--- config.mk ---
export PLATFORM = sky130hd
export DESIGN_NAME = freq_src_sel
export DESIGN_NICKNAME = d
export VERILOG_FILES = /design/src/rtl/freq_sel_pkg.sv /design/src/rtl/strap_capture.sv /design/src/rtl/cfg_arbiter.sv /design/src/rtl/rst_pulse_gen.sv /design/src/rtl/freq_src_sel.sv
export SDC_FILE = /design/constraint.sdc
export NUM_CORES = 1
export LEC_CHECK = 0
export BUFFER_PORTS_ARGS = -buffer_cell sky130_fd_sc_hd__buf_2
export CAP_MARGIN = 20
export CORE_MARGIN = 10
export CORE_UTILIZATION = 48
export DETAILED_ROUTE_END_ITERATION = 10
export GPL_ROUTABILITY_DRIVEN = 0
export PLACE_DENSITY = 0.77
export SLEW_MARGIN = 20
export SYNTH_ARGS = -nofsm -noshare
export SYNTH_HDL_FRONTEND = slang
export SYNTH_SLANG_ARGS = --single-unit
--- constraint.sdc ---
create_clock -name clk -period 1.9 [get_ports clk]
set_clock_uncertainty 0.1 [all_clocks]
set_input_delay 0.38 -clock clk [delete_from_list [all_inputs] [get_ports clk]]
set_output_delay 0.38 -clock clk [all_outputs]
set_load 0.005 [all_outputs]
--- src/rtl/freq_sel_pkg.sv ---
package freq_sel_pkg;
  localparam int IDX_W = 5;
  localparam int N_W   = 8;
  localparam int M_W   = 7;

  typedef struct packed {
    logic [IDX_W-1:0] gear;
    logic [N_W-1:0]   n;
    logic [M_W-1:0]   m;
    logic             use_nm;
  } freq_cfg_t;

  function automatic logic ratio_ok(input freq_cfg_t c);
    return !c.use_nm || (c.n > {{(N_W-M_W){1'b0}}, c.m});
  endfunction
endpackage

--- src/rtl/strap_capture.sv ---
module strap_capture #(
  parameter int W = 5
) (
  input  logic         clk,
  input  logic         rst_n,
  input  logic         pwr_good_n,
  input  logic [W-1:0] strap_in,
  output logic [W-1:0] strap_q,
  output logic         strap_vld
);
  logic         take;
  logic [W-1:0] strap_d;
  logic         vld_d;

  always_comb begin
    take    = !strap_vld && !pwr_good_n;
    strap_d = take ? strap_in : strap_q;
    vld_d   = strap_vld | take;
  end

  always_ff @(posedge clk or negedge rst_n) begin
    if (!rst_n) begin
      strap_q   <= '0;
      strap_vld <= 1'b0;
    end else begin
      strap_q   <= strap_d;
      strap_vld <= vld_d;
    end
  end
endmodule

--- src/rtl/cfg_arbiter.sv ---
module cfg_arbiter
  import freq_sel_pkg::*;
(
  input  logic             override,
  input  logic [IDX_W-1:0] sel_code,
  input  logic [IDX_W-1:0] strap_q,
  input  logic             prog_en,
  input  logic [N_W-1:0]   prog_n,
  input  logic [M_W-1:0]   prog_m,
  input  logic             rec_sel,
  input  logic [N_W-1:0]   rec_n,
  input  logic [M_W-1:0]   rec_m,
  input  logic             recovery,
  output freq_cfg_t        cand
);
  logic [IDX_W-1:0] idx_src;

  always_comb begin
    idx_src = override ? sel_code : strap_q;
    cand    = '0;
    if (recovery) begin
      if (rec_sel) begin
        cand.gear   = idx_src;
        cand.n      = rec_n;
        cand.m      = rec_m;
        cand.use_nm = 1'b1;
      end else begin
        cand.gear   = strap_q;
      end
    end else begin
      cand.gear = idx_src;
      if (prog_en) begin
        cand.n      = prog_n;
        cand.m      = prog_m;
        cand.use_nm = 1'b1;
      end
    end
  end
endmodule

--- src/rtl/rst_pulse_gen.sv ---
module rst_pulse_gen #(
  parameter int RST_CYC = 16
) (
  input  logic clk,
  input  logic rst_n,
  input  logic fire,
  output logic pulse_n
);
  localparam int CW = $clog2(RST_CYC + 1);
  localparam logic [CW-1:0] LOAD = CW'(RST_CYC);

  logic [CW-1:0] cnt_q, cnt_d;

  always_comb begin
    cnt_d = cnt_q;
    if (fire)            cnt_d = LOAD;
    else if (cnt_q != 0) cnt_d = cnt_q - 1'b1;
  end

  always_ff @(posedge clk or negedge rst_n) begin
    if (!rst_n) cnt_q <= '0;
    else        cnt_q <= cnt_d;
  end

  assign pulse_n = (cnt_q == '0);
endmodule

--- src/rtl/freq_src_sel.sv ---
module freq_src_sel
  import freq_sel_pkg::*;
#(
  parameter int RST_CYC = 16
) (
  input  logic       clk,
  input  logic       rst_n,
  input  logic       pwr_good_n,
  input  logic [4:0] strap_code,
  input  logic       override,
  input  logic [4:0] sel_code,
  input  logic       prog_en,
  input  logic [7:0] prog_n,
  input  logic [6:0] prog_m,
  input  logic       rec_sel,
  input  logic [7:0] rec_n,
  input  logic [6:0] rec_m,
  input  logic       rst_on_chg,
  input  logic       recovery,
  output logic       clk_en,
  output logic [4:0] gear_idx,
  output logic [7:0] n_out,
  output logic [6:0] m_out,
  output logic       use_nm,
  output logic       freq_chg,
  output logic       nm_err,
  output logic       sys_rst_n
);
  logic [IDX_W-1:0] strap_q;
  logic             strap_vld;
  freq_cfg_t        cand;
  freq_cfg_t        cur_q, cur_d;
  logic             init_q, init_d;
  logic             rec_q;
  logic             err_q, err_d;
  logic             chg_q, chg_d;
  logic             eval_en;

  strap_capture #(.W(IDX_W)) u_strap (
    .clk       (clk),
    .rst_n     (rst_n),
    .pwr_good_n(pwr_good_n),
    .strap_in  (strap_code),
    .strap_q   (strap_q),
    .strap_vld (strap_vld)
  );

  cfg_arbiter u_arb (
    .override(override),
    .sel_code(sel_code),
    .strap_q (strap_q),
    .prog_en (prog_en),
    .prog_n  (prog_n),
    .prog_m  (prog_m),
    .rec_sel (rec_sel),
    .rec_n   (rec_n),
    .rec_m   (rec_m),
    .recovery(recovery),
    .cand    (cand)
  );

  // Evaluate normally, or once on recovery entry; hold while locked.
  always_comb begin
    eval_en = strap_vld && (!recovery || !rec_q);
    cur_d   = cur_q;
    err_d   = err_q;
    chg_d   = 1'b0;
    init_d  = init_q | eval_en;
    if (eval_en) begin
      if (ratio_ok(cand)) begin
        cur_d = cand;
        err_d = 1'b0;
        chg_d = init_q && (cand != cur_q);
      end else begin
        err_d = 1'b1;
        if (!init_q) begin
          cur_d      = '0;
          cur_d.gear = cand.gear;
        end
      end
    end
  end

  always_ff @(posedge clk or negedge rst_n) begin
    if (!rst_n) begin
      cur_q  <= '0;
      init_q <= 1'b0;
      rec_q  <= 1'b0;
      err_q  <= 1'b0;
      chg_q  <= 1'b0;
    end else begin
      cur_q  <= cur_d;
      init_q <= init_d;
      rec_q  <= recovery && strap_vld;
      err_q  <= err_d;
      chg_q  <= chg_d;
    end
  end

  rst_pulse_gen #(.RST_CYC(RST_CYC)) u_rst (
    .clk    (clk),
    .rst_n  (rst_n),
    .fire   (chg_d && rst_on_chg),
    .pulse_n(sys_rst_n)
  );

  assign clk_en   = strap_vld;
  assign gear_idx = cur_q.gear;
  assign n_out    = cur_q.n;
  assign m_out    = cur_q.m;
  assign use_nm   = cur_q.use_nm;
  assign freq_chg = chg_q;
  assign nm_err   = err_q;
endmodule

==> metrics.md, run 1 <==
| Metric | Value |
|---|---|
| # diodes | 0 |
| Die area | approximately 0.0090 mm^2 |
| CTS max path bufs | 2 |
| Register Area | ~900 um^2 |
| Worst-path clk slew | around 0.09 ns |
| DRT iter0 DRCs | about 380 |
| CP top delay family | compound AO/OA/AOI/OAI gates |
| Post-synthesis sequential area ratio | between 30% and 40% |
| First-pass GRT wire length | roughly 18000 um |
| Post-synthesis cell area | 0.002704 mm^2 |
| DR WL/cell | approximately 22 um |
| CTS tree | built |
| Fin. max-slew vios | 0 |
| Via count | 3413 |
| Grt total ovfl | 0 |
| Vias in the first global route | 3492 |
| Peak Freq | just under 400 MHz |
| Slew @ Worst Pin | between 0.8 and 0.9 ns |
| RSZ-0062 raised after global routing | yes |
| Drt first pass iters | 5 |
| Tot Pwr | around 0.0035 W |
| Crit path required time | just over 2 ns |
| Initial core utilization | roughly 49% |
| Post-route worst setup slack | -0.6884 ns |
| Post-Syn Instances | slightly above 300 |
| Synth top cells by count | dfrtp_1 (36), nand2_1 (35), o21ai_0 (20) |
| CTS Root Cell | clkbuf_8 |
| Crit path launch type | primary input |
| Tot GR Track Use | between 20% and 30% |
| Row count | 27 |
| Die Y | between 90 and 100 um |
| Yosys warns | 0 |
| IO buf count | 72 |
| Final Critical Period | roughly 2.6 ns |
| Pwr dens | ~800 mW/mm^2 |
| Synth area leader | dfrtp_1 |
| Post-synth ARST share | 100.0% |
| Final ANT Viol Nets | 0 |
| H-tree depth | 2 |
| Setup crit end kind | flip-flop |
| Leakage | a little over 2 nW |
| Crit path max fanout | 8 |
| Area Overhead vs Synth | 58.26% |
| Largest net degree at the start of global routing | 21 |
| Area share of the largest cell type after synthesis | between 30 and 40% |
| Fin. Hold Viols | 0 |
| Final period utilization | 136.2% |
| Worst path max stage delay | 0.28 ns |
| Post-route insts no fill | between 500 and 600 |
| Slowest CP cell | nor2b_4 |
| Critical Path AT | ~2.7 ns |
| IO Pins | 73 |
| DRC viols | 0 |
| Endpoints failing setup | 28 |
| Multi-input combinational cell area | around 0.0019 mm^2 |
| Initial antenna violation count | 0 |
| Syn_nets | about 360 |
| Top cells by area, synth | dfrtp_1 (33%), a22o_1 (4.9%), nand2_1 (4.9%) |
| Final net count | 520 |
| Final wirelength | between 10000 and 15000 um |
| CP Class | primary input to flip-flop |
| Finished Core Util | 78.19% |
| Placed cells | around 510 |
| Slew headroom | between 40% and 50% |
| Top FF cell, synth | dfrtp_1 |
| Maximum vdd drop | 612.7 uV |
| Num CTS Buffers | 5 |
| Layout cells sized above 1 | approximately half |
| Synth Area per Inst | slightly below 9 um^2 |
| Post-synth EDFFs | 0 |
| Hold WC Path Type | primary input to flip-flop |
| Violated checks | setup timing |
| Status | finished, violations left |
| Worst-Skew Late Latency | around 0.3 ns |
| # clock sinks | 36 |
| Unique cell type count in the Yosys netlist | 61 |
| Die W | about 95 um |
| CP bufs+invs | 4 |
| Routed vias/inst | around 6.4 |
| Count leader, synth | dfrtp_1 |
| Post-DP HPWL | about 7100 um |
| Cell Chain, Critical Path | buf_12, nor2b_4, a22o_1, ha_4, and3_4, a221oi_2, a32oi_2, buf_4, o31ai_4, buf_6, buf_6, a22o_1 |
| MaxCap Viol Count | 0 |
| Filler Cells Inserted | around 330 |
| Yosys reg bits | 36 |
| CORE AREA | between 0.005 and 0.006 mm^2 |
routing by layer:
layer / part of all wire, % / GRT usage, % / vias to the layer above / wire, um
li1: - / - / 1455 / -
met1: 35 / 27.18 / 1600 / 4122
met2: 49 / 42.51 / 280 / 5871
met3: 10 / 5.106 / 78 / 1218
met4: 5.7 / 14.84 / 0 / 679
met5: 0 / 0 / - / 0
registers in the layout, indices dropped and copies added, names as in the netlist, 5 cells and up:
name and flops:
gear_idx 5, m_out 7, n_out 8, u_rst.cnt_q 5, u_strap.strap_q 5
per-stage QoR:
stage | TNS [ns] | hold WS [ns] | setup WS (ns) | instance area [um^2]
global route | -17.34 | 0.2114 | -0.6970 | 4279
floorplan | -22.00 | -0.01559 | -0.8589 | 2798
finish | -16.73 | 0.2085 | -0.6884 | 4279
global placement | -27.18 | 0.2299 | -1.045 | 3732
detailed placement | -30.94 | 0.2403 | -1.172 | 3732
CTS | -12.08 | 0.1679 | -0.4986 | 4144
cell usage in the layout (no fill, tap or decap), types with 4 or more instances in the layout:
cell	n
nor2b_1	5
xor2_1	9
nand3_1	6
mux2_2	5
nand2b_1	7
o2111ai_1	4
nor2_1	14
ha_1	4
nor3_1	5
buf_2	68
clkbuf_8	5
nand2_2	6
buf_12	5
buf_4	83
inv_1	12
nand2_1	29
dfrtp_1	36
xnor2_1	11
mux2i_1	5
a21o_1	5
a22o_1	14
o21ai_2	7
a221oi_1	4
o21ai_1	6
buf_6	8
ha_4	5
a21oi_1	4
o21ai_0	9
o22ai_1	4
power by group:
group	internal, W	switching [W]
Sequential	0.000910	0.000200
Combinational	0.000876	0.000831
Clock	0.000390	0.000313
Total	0.00218	0.00134
area by class of cell:
class                           instances  share of cell area (%)
Clock buffer                            6                   1.696
Clock inverter                          2                  0.8187
Inverter                               14                   1.228
Multi-Input combinational cell        240                   45.56
Sequential cell                        36                   21.05
Tap cell                               72                   2.105
Timing Repair Buffer                  166                   27.54
what timing repair did:
item	4_1_cts	5_1_grt
endpoints found under the hold margin	16	0
gates cloned	6	0
setup buffers	11	3
hold buffers	1	0
pin swaps	23	17
resized for setup	49	24
endpoints found under the setup margin	29	29
cells by family (layout without fill, tap and decap cells):
logic type | after synthesis | after routing | share of synthesized area, %
and+or+nand+nor | 101 | 103 | 20.18
AOI/OAI and AO/OA | 97 | 98 | 27.44
DFF | 36 | 36 | 33.32
xor gates and xnor gates | 20 | 20 | 6.479
muxes | 10 | 10 | 3.933
buffers and inverters | 29 | 188 | 4.489
adders and majority gates | 9 | 9 | 4.165
path summary, 6_finish.rpt:
kind | slack [ns] | depth (start not counted) | end | from
min in group asynchronous | 0.46 | 2 | n_out[1]$_DFFE_PN0P_ | rst_n
min | 0.21 | 2 | u_strap.strap_q[3]$_DFFE_PN0P_ | strap_code[3]
max in group asynchronous | 0.75 | 3 | u_rst.cnt_q[3]$_DFFE_PN0P_ | rst_n
max | -0.69 | 12 | n_out[1]$_DFFE_PN0P_ | prog_en
min reg2reg | 0.44 | 2 | nm_err$_DFFE_PN0P_ | nm_err$_DFFE_PN0P_
max reg2reg | -0.34 | 6 | freq_chg$_DFF_PN0_ | gear_idx[3]$_DFFE_PN0P_
Power figures use the tool's default switching activity.
==> run 2, diff against run 1 <==
--- a/config.mk
+++ b/config.mk
@@ -7,11 +7,12 @@
 export LEC_CHECK = 0
 export BUFFER_PORTS_ARGS = -buffer_cell sky130_fd_sc_hd__buf_2
 export CAP_MARGIN = 20
-export CORE_MARGIN = 10
+export CORE_MARGIN = 2
 export CORE_UTILIZATION = 48
 export DETAILED_ROUTE_END_ITERATION = 10
 export GPL_ROUTABILITY_DRIVEN = 0
 export PLACE_DENSITY = 0.77
+export SETUP_SLACK_MARGIN = 0.15
 export SLEW_MARGIN = 20
 export SYNTH_ARGS = -nofsm -noshare
 export SYNTH_HDL_FRONTEND = slang
==> constraint.sdc (replaced) <==
create_clock -name clk -period 1.9 [get_ports clk]
set_clock_uncertainty 0.1 [all_clocks]
set_input_delay 0.19 -clock clk [delete_from_list [all_inputs] [get_ports clk]]
set_output_delay 0.19 -clock clk [all_outputs]
set_load 0.005 [all_outputs]
==> run 2 against run 1 <==
Effect of this change:
- the run still ends with setup timing left
- utilization is 2.1 points lower
- via count is 3.9% lower
- critical endpoint is now m_out[2]$_DFFE_PN0P_
- critical path depth stayed put
- highest routed layer unchanged
- sequential share of layout area is 0.58 points higher
- first-iteration DRC count is 21% higher
- combinational power hardly changed
- clock-buffer cell count stayed put
- final cell count is 0.56% lower
- fmax is 4.1% higher
==> metrics.md, run 2 (synthesized netlist as in run 1, its figures left out) <==
| Metric | Value |
|---|---|
| DRT iter0 DRCs | 458 (+21%) |
| Filler Cells Inserted | 344 (+3.0%) |
| Finished Core Util | 76.09% (-2.1 points) |
| MaxCap Viol Count | 0 (unchanged) |
| H-tree depth | 2 (unchanged) |
| Status | finished, violations left |
| # clock sinks | 36 (unchanged) |
| Slowest CP cell | o31ai_4 |
| Violated checks | setup timing |
| Setup tns final | -14.51 ns (+2.225 ns) |
| IO buf count | 72 (unchanged) |
| WHS | 0.02237 ns (-0.1861 ns) |
| Setup crit end kind | flip-flop |
| Via count | 3281 (-3.9%) |
| # diodes | 0 (unchanged) |
| CP top delay family | compound AO/OA/AOI/OAI gates |
| CP bufs+invs | 4 (unchanged) |
| Row count | 27 (unchanged) |
| Leakage | 2.005 nW (-1.4%) |
| Placed inst area | 0.003675 mm^2 (-1.5%) |
| Worst-path clk slew | 0.08 ns (about the same) |
| CORE AREA | 0.005473 mm^2 (unchanged) |
| Initial antenna violation count | 0 (unchanged) |
| Most frequent cells in the layout | buf_4 (83), buf_2 (69), dfrtp_1 (36) |
| DRC viols | 0 (unchanged) |
| Fin. max-slew vios | 0 (unchanged) |
| Crit path required time | 2.03 ns (about the same) |
| RSZ-0062 raised after global routing | yes |
| Die Y | 79.06 um (-17%) |
| Layout cells sized above 1 | 47.07% (-1.9 points) |
| IO Pins | 73 (unchanged) |
| Post-route worst setup slack | -0.5861 ns (+0.1023 ns) |
| DR WL/cell | 18.66 um (-16%) |
| Worst path max stage delay | 0.38 ns (+0.10 ns) |
| Crit path max fanout | 8 (unchanged) |
| Initial core utilization | 49.41% (unchanged) |
| First-pass GRT wire length | 14330 um (-18%) |
| Critical path depth | 12 (unchanged) |
| Placed cells | 502 (-1.2%) |
| Peak Freq | 402.2 MHz (+4.1%) |
| Final net count | 517 (-0.58%) |
| Crit path launch type | primary input |
| Commonest non-fill, non-tap cell in the layout | buf_4 |
| Worst-Skew Late Latency | 0.29 ns (about the same) |
| Final ANT Viol Nets | 0 (unchanged) |
| CTS Root Cell | clkbuf_8 |
| Area Overhead vs Synth | 54.00% |
| Critical Path AT | 2.61 ns (-0.11 ns) |
| CTS tree | built |
| Num CTS Buffers | 5 (unchanged) |
| Drt first pass iters | 5 (unchanged) |
| Routed vias/inst | 6.156 (-3.3%) |
| Die area | 0.006250 mm^2 (-31%) |
| Grt total ovfl | 0 (unchanged) |
| Pwr dens | 842.5 mW/mm^2 (+2.4%) |
| Hold WC Path Type | primary input to flip-flop |
| Hold Path Stages | 2 (unchanged) |
| Final period utilization | 130.8% (-5.4 points) |
| Post-DP HPWL | 6196 um (-13%) |
| Max FFs per register | 8 (unchanged) |
| Vias in the first global route | 3068 (-12%) |
| Post-route insts no fill | 533 (-0.56%) |
| Endpoints failing setup | 28 (unchanged) |
| Fin. Hold Viols | 0 (unchanged) |
| Slew @ Worst Pin | 0.8820 ns (+0.05160 ns) |
| Cell Chain, Critical Path | buf_8, buf_12, nor2b_4, a22oi_1, ha_1, and3_4, a221oi_4, a32oi_2, buf_4, o31ai_4, buf_6, a22o_1 |
| Slew headroom | 41.20% (-3.0 points) |
| Final wirelength | 9944 um (-16%) |
| Final Critical Period | 2.486 ns (-0.1023 ns) |
| CTS max path bufs | 2 (unchanged) |
| Die W | 79.06 um (-17%) |
| Finished Cell Area | 0.004164 mm^2 (-2.7%) |
| Largest net degree at the start of global routing | 37 (+76%) |
| CP Class | primary input to flip-flop |
| Maximum vdd drop | 598.4 uV (-2.3%) |
| Tot GR Track Use | 29.55% (+5.0 points) |
| Reg2Reg Depth | 6 (unchanged) |
==> run 2: per-stage QoR <==
step | setup WS (ns) | total power (W)
after global placement | -0.8846 | 0.002351
after global routing | -0.6708 | 0.003685
after CTS | -0.4047 | 0.003261
after floorplan | -0.6689 | 0.001869
after detailed placement | -0.9641 | 0.002396
final | -0.5861 | 0.003508
==> run 2: repair_timing <==
item | 4_1_cts | 5_1_grt
pin swaps | 13 | 14
hold buffers | 2 | 0
endpoints found under the setup margin | 29 | 29
buffers inserted | 11 | 7
gates resized for setup | 34 | 20
hold endpoints to repair | 37 | 0
gates cloned | 2 | 1
==> run 2: final cells by class <==
cell class,count,area (um^2),share of cell area (%)
multi-input combinational,238,1888,45.34
timing repair buffer,165,1125,27.01
sequential,36,900.9,21.63
tap,72,90.09,2.163
clock buffer,6,72.57,1.743
inverter,14,52.55,1.262
clock inverter,2,35.03,0.8413
==> run 2: worst paths after layout <==
| path | from | endpoint | slack [ns] |
|---|---|---|---|
| max | recovery | m_out[2]$_DFFE_PN0P_ | -0.59 |
| min | strap_code[4] | u_strap.strap_q[4]$_DFFE_PN0P_ | 0.02 |
| max reg2reg | m_out[1]$_DFFE_PN0P_ | u_rst.cnt_q[4]$_DFFE_PN0P_ | -0.22 |
| min reg2reg | nm_err$_DFFE_PN0P_ | nm_err$_DFFE_PN0P_ | 0.42 |
| max in group asynchronous | rst_n | u_strap.strap_vld$_DFF_PN0_ | 0.69 |
| min in group asynchronous | rst_n | n_out[0]$_DFFE_PN0P_ | 0.46 |
==> run 2: report_power, final <==
| group | leakage, nW | internal, W | switching, W |
|---|---|---|---|
| Clock | 0.0552 | 0.000390 | 0.000297 |
| Sequential | 0.446 | 0.000910 | 0.000184 |
| Combinational | 1.50 | 0.000910 | 0.000818 |
| Total | 2.00 | 0.00221 | 0.00130 |
==> run 2: worst reg2reg max path, delay by kind of cell (launching register included) <==
family | cells | cell delay, ns
AO/OA/AOI/OAI | 3 | 0.66
flip-flops | 1 | 0.42
AND/OR/NAND/NOR | 3 | 0.85
==> run 2: metal layers <==
layer	share of wire (%)	routed length, um	global-route usage [%]
met1	38	3823	37.45
met3	8.3	824	5.114
met2	49	4849	50.08
met4	4.5	447	11.72
met5	0	0	0
==> run 3, diff against run 2 <==
--- a/config.mk
+++ b/config.mk
@@ -5,7 +5,7 @@
 export SDC_FILE = /design/constraint.sdc
 export NUM_CORES = 1
 export LEC_CHECK = 0
-export BUFFER_PORTS_ARGS = -buffer_cell sky130_fd_sc_hd__buf_2
+export BUFFER_PORTS_ARGS = -buffer_cell sky130_fd_sc_hd__buf_4
 export CAP_MARGIN = 20
 export CORE_MARGIN = 2
 export CORE_UTILIZATION = 48
==> run 3 against run 2 <==
Effect of this change:
- the run still ends with setup timing left
- clock power is 15% lower
- first-iteration DRC count is 45% lower
- via count is 5.5% lower
- combinational power is 2% lower
- sequential share of layout area is 0.60 points lower
- utilization is 2.2 points higher
- fmax is 5.0% higher
- routed wire length is 8.7% lower
- highest routed layer unchanged
==> metrics.md, run 3 (synthesized netlist as in run 1, its figures left out) <==
| Metric | Value |
|---|---|
| Status | finished, violations left |
| Violated checks | setup timing |
| Crit path required time | 2.03 ns (about the same) |
| Final wirelength | 9080 um (-8.7%) |
| Tot GR Track Use | 28.76% (-0.80 points) |
| Fin. max-slew vios | 0 (unchanged) |
| Hold Path Stages | 2 (unchanged) |
| DRT iter0 DRCs | 250 (-45%) |
| Vias in the first global route | 2939 (-4.2%) |
| Finished Core Util | 78.26% (+2.2 points) |
| Worst-Skew Late Latency | 0.29 ns (about the same) |
| Comb pwr share | 50.2% (+0.9 points) |
| H-tree depth | 2 (unchanged) |
| Reg2Reg Depth | 6 (unchanged) |
| RSZ-0062 raised after global routing | yes |
| Setup crit end kind | flip-flop |
| Final ANT Viol Nets | 0 (unchanged) |
| Routed vias/inst | 5.851 (-5.0%) |
| First-pass GRT wire length | 14060 um (-1.9%) |
| Most frequent cells in the layout | buf_4 (146), dfrtp_1 (36), nand2_1 (31) |
| Reg power frac | 32.5% (+1.3 points) |
| CTS Root Cell | clkbuf_8 |
| Filler Cells Inserted | 360 (+4.7%) |
| Critical Path AT | 2.50 ns (-0.11 ns) |
| Die W | 79.06 um (unchanged) |
| Hold WC Path Type | primary input to flip-flop |
| CP Class | primary input to flip-flop |
| Post-DP HPWL | 6281 um (+1.4%) |
| MaxCap Viol Count | 0 (unchanged) |
| Commonest non-fill, non-tap cell in the layout | buf_4 |
| Switch share | 36.03% (-0.98 points) |
| Maximum vdd drop | 651.3 uV (+8.9%) |
| Die Y | 79.06 um (unchanged) |
| CTS tree | built |
| Layout cells sized above 1 | 45.41% (-1.7 points) |
| Num CTS Buffers | 5 (unchanged) |
| Crit path launch type | primary input |
| Clock share of power | 17.4% (-2.2 points) |
| Final net count | 514 (-0.58%) |
| Drt first pass iters | 5 (unchanged) |
| DR WL/cell | 17.13 um (-8.2%) |
| Slew @ Worst Pin | 0.4592 ns (-0.4227 ns) |
| DRC viols | 0 (unchanged) |
| CORE AREA | 0.005473 mm^2 (unchanged) |
| Final period utilization | 124.7% (-6.2 points) |
| Max FFs per register | 8 (unchanged) |
| Endpoints failing setup | 28 (unchanged) |
| Largest net degree at the start of global routing | 37 (unchanged) |
| Tot Pwr | 0.003366 W (-4.1%) |
| Leakage | 2.034 nW (+1.5%) |
| Internal Power | 0.002153 W (-2.6%) |
| Area Overhead vs Synth | 58.40% |
| Slew headroom | 68.59% (+27 points) |
| CTS max path bufs | 2 (unchanged) |
| Sw power | 0.001213 W (-6.6%) |
| Fin. Hold Viols | 0 (unchanged) |
| IO Pins | 73 (unchanged) |
| Via count | 3101 (-5.5%) |
| Initial antenna violation count | 0 (unchanged) |
| Die area | 0.006250 mm^2 (unchanged) |
| # clock sinks | 36 (unchanged) |
| Post-route worst setup slack | -0.4687 ns (+0.1174 ns) |
| Crit path max fanout | 8 (unchanged) |
| Final Critical Period | 2.369 ns (-0.1174 ns) |
| Pwr dens | 785.9 mW/mm^2 (-6.7%) |
| Initial core utilization | 49.41% (unchanged) |
| Grt total ovfl | 0 (unchanged) |
| IO buf count | 72 (unchanged) |
| # diodes | 0 (unchanged) |
| Peak Freq | 422.2 MHz (+5.0%) |
| Worst-path clk slew | 0.08 ns (about the same) |
| Row count | 27 (unchanged) |
[run 3: power by group through the flow]
stage                     logic [W]  clock network [W]  registers (W)
after global routing        0.00182           0.000630        0.00111
after detailed placement    0.00138                  0        0.00109
after CTS                   0.00155           0.000592        0.00108
after global placement      0.00134                  0        0.00108
after floorplan            0.000796                  0        0.00107
final                       0.00169           0.000585        0.00109
[run 3: final timing paths]
| check | startpoint | endpoint | slack (ns) |
|---|---|---|---|
| hold / removal | strap_code[4] | u_strap.strap_q[4]$_DFFE_PN0P_ | 0.03 |
| min in group asynchronous | rst_n | n_out[6]$_DFFE_PN0P_ | 0.30 |
| setup reg to reg | m_out[6]$_DFFE_PN0P_ | u_rst.cnt_q[4]$_DFFE_PN0P_ | -0.15 |
| setup / recovery | recovery | m_out[0]$_DFFE_PN0P_ | -0.47 |
| hold reg to reg | u_strap.strap_q[2]$_DFFE_PN0P_ | u_strap.strap_q[2]$_DFFE_PN0P_ | 0.45 |
| max in group asynchronous | rst_n | u_strap.strap_q[1]$_DFFE_PN0P_ | 1.05 |
[run 3: final cells by class]
class | instances | area [um^2] | share of cell area, %
multi-input combinational | 238 | 1834 | 42.83
timing repair buffer | 162 | 1311 | 30.62
sequential | 36 | 900.9 | 21.03
tap | 72 | 90.09 | 2.103
clock buffer | 7 | 86.33 | 2.016
inverter | 14 | 52.55 | 1.227
clock inverter | 1 | 7.507 | 0.1753
[run 3: repair_timing]
action	4_1_cts	5_1_grt
buffers inserted	14	4
hold buffers	2	0
endpoints found under the hold margin	37	0
resized for setup	37	14
gates cloned	3	0
pin swaps	22	7
endpoints found under the setup margin	29	29
[run 3: per-stage QoR]
step | cell area [um^2] | instances | hold WS, ns | worst slack [ns] | setup TNS [ns]
5_1_grt | 4283 | 530 | 0.01702 | -0.5376 | -13.76
6_report | 4283 | 530 | 0.03044 | -0.4687 | -11.62
3_5_place_dp | 3832 | 499 | 0.08528 | -0.8860 | -22.64
2_1_floorplan | 2798 | 302 | -0.2056 | -0.6689 | -16.68
4_1_cts | 4205 | 526 | 0.02306 | -0.3909 | -9.487
3_3_place_gp | 3832 | 499 | 0.07276 | -0.8267 | -21.15
[run 3: critical path, cell delays in order]
cell	delay, ns
buf_8	0.10
buf_12	0.13
nor2b_4	0.15
buf_12	0.14
a22o_1	0.15
ha_1	0.25
and3_4	0.17
a221oi_2	0.27
a32oi_2	0.11
buf_4	0.17
o31ai_4	0.22
buf_6	0.16
buf_8	0.15
a22o_1	0.13
[run 3: metal layers]
| metal | vias to the layer above | GRT usage (%) | wire [um] |
|---|---|---|---|
| met3 | 20 | 4.545 | 543 |
| met4 | 0 | 6.897 | 174 |
| li1 | 1441 | - | - |
| met2 | 133 | 50.34 | 4537 |
| met1 | 1507 | 37.27 | 3825 |
| met5 | - | 0 | 0 |
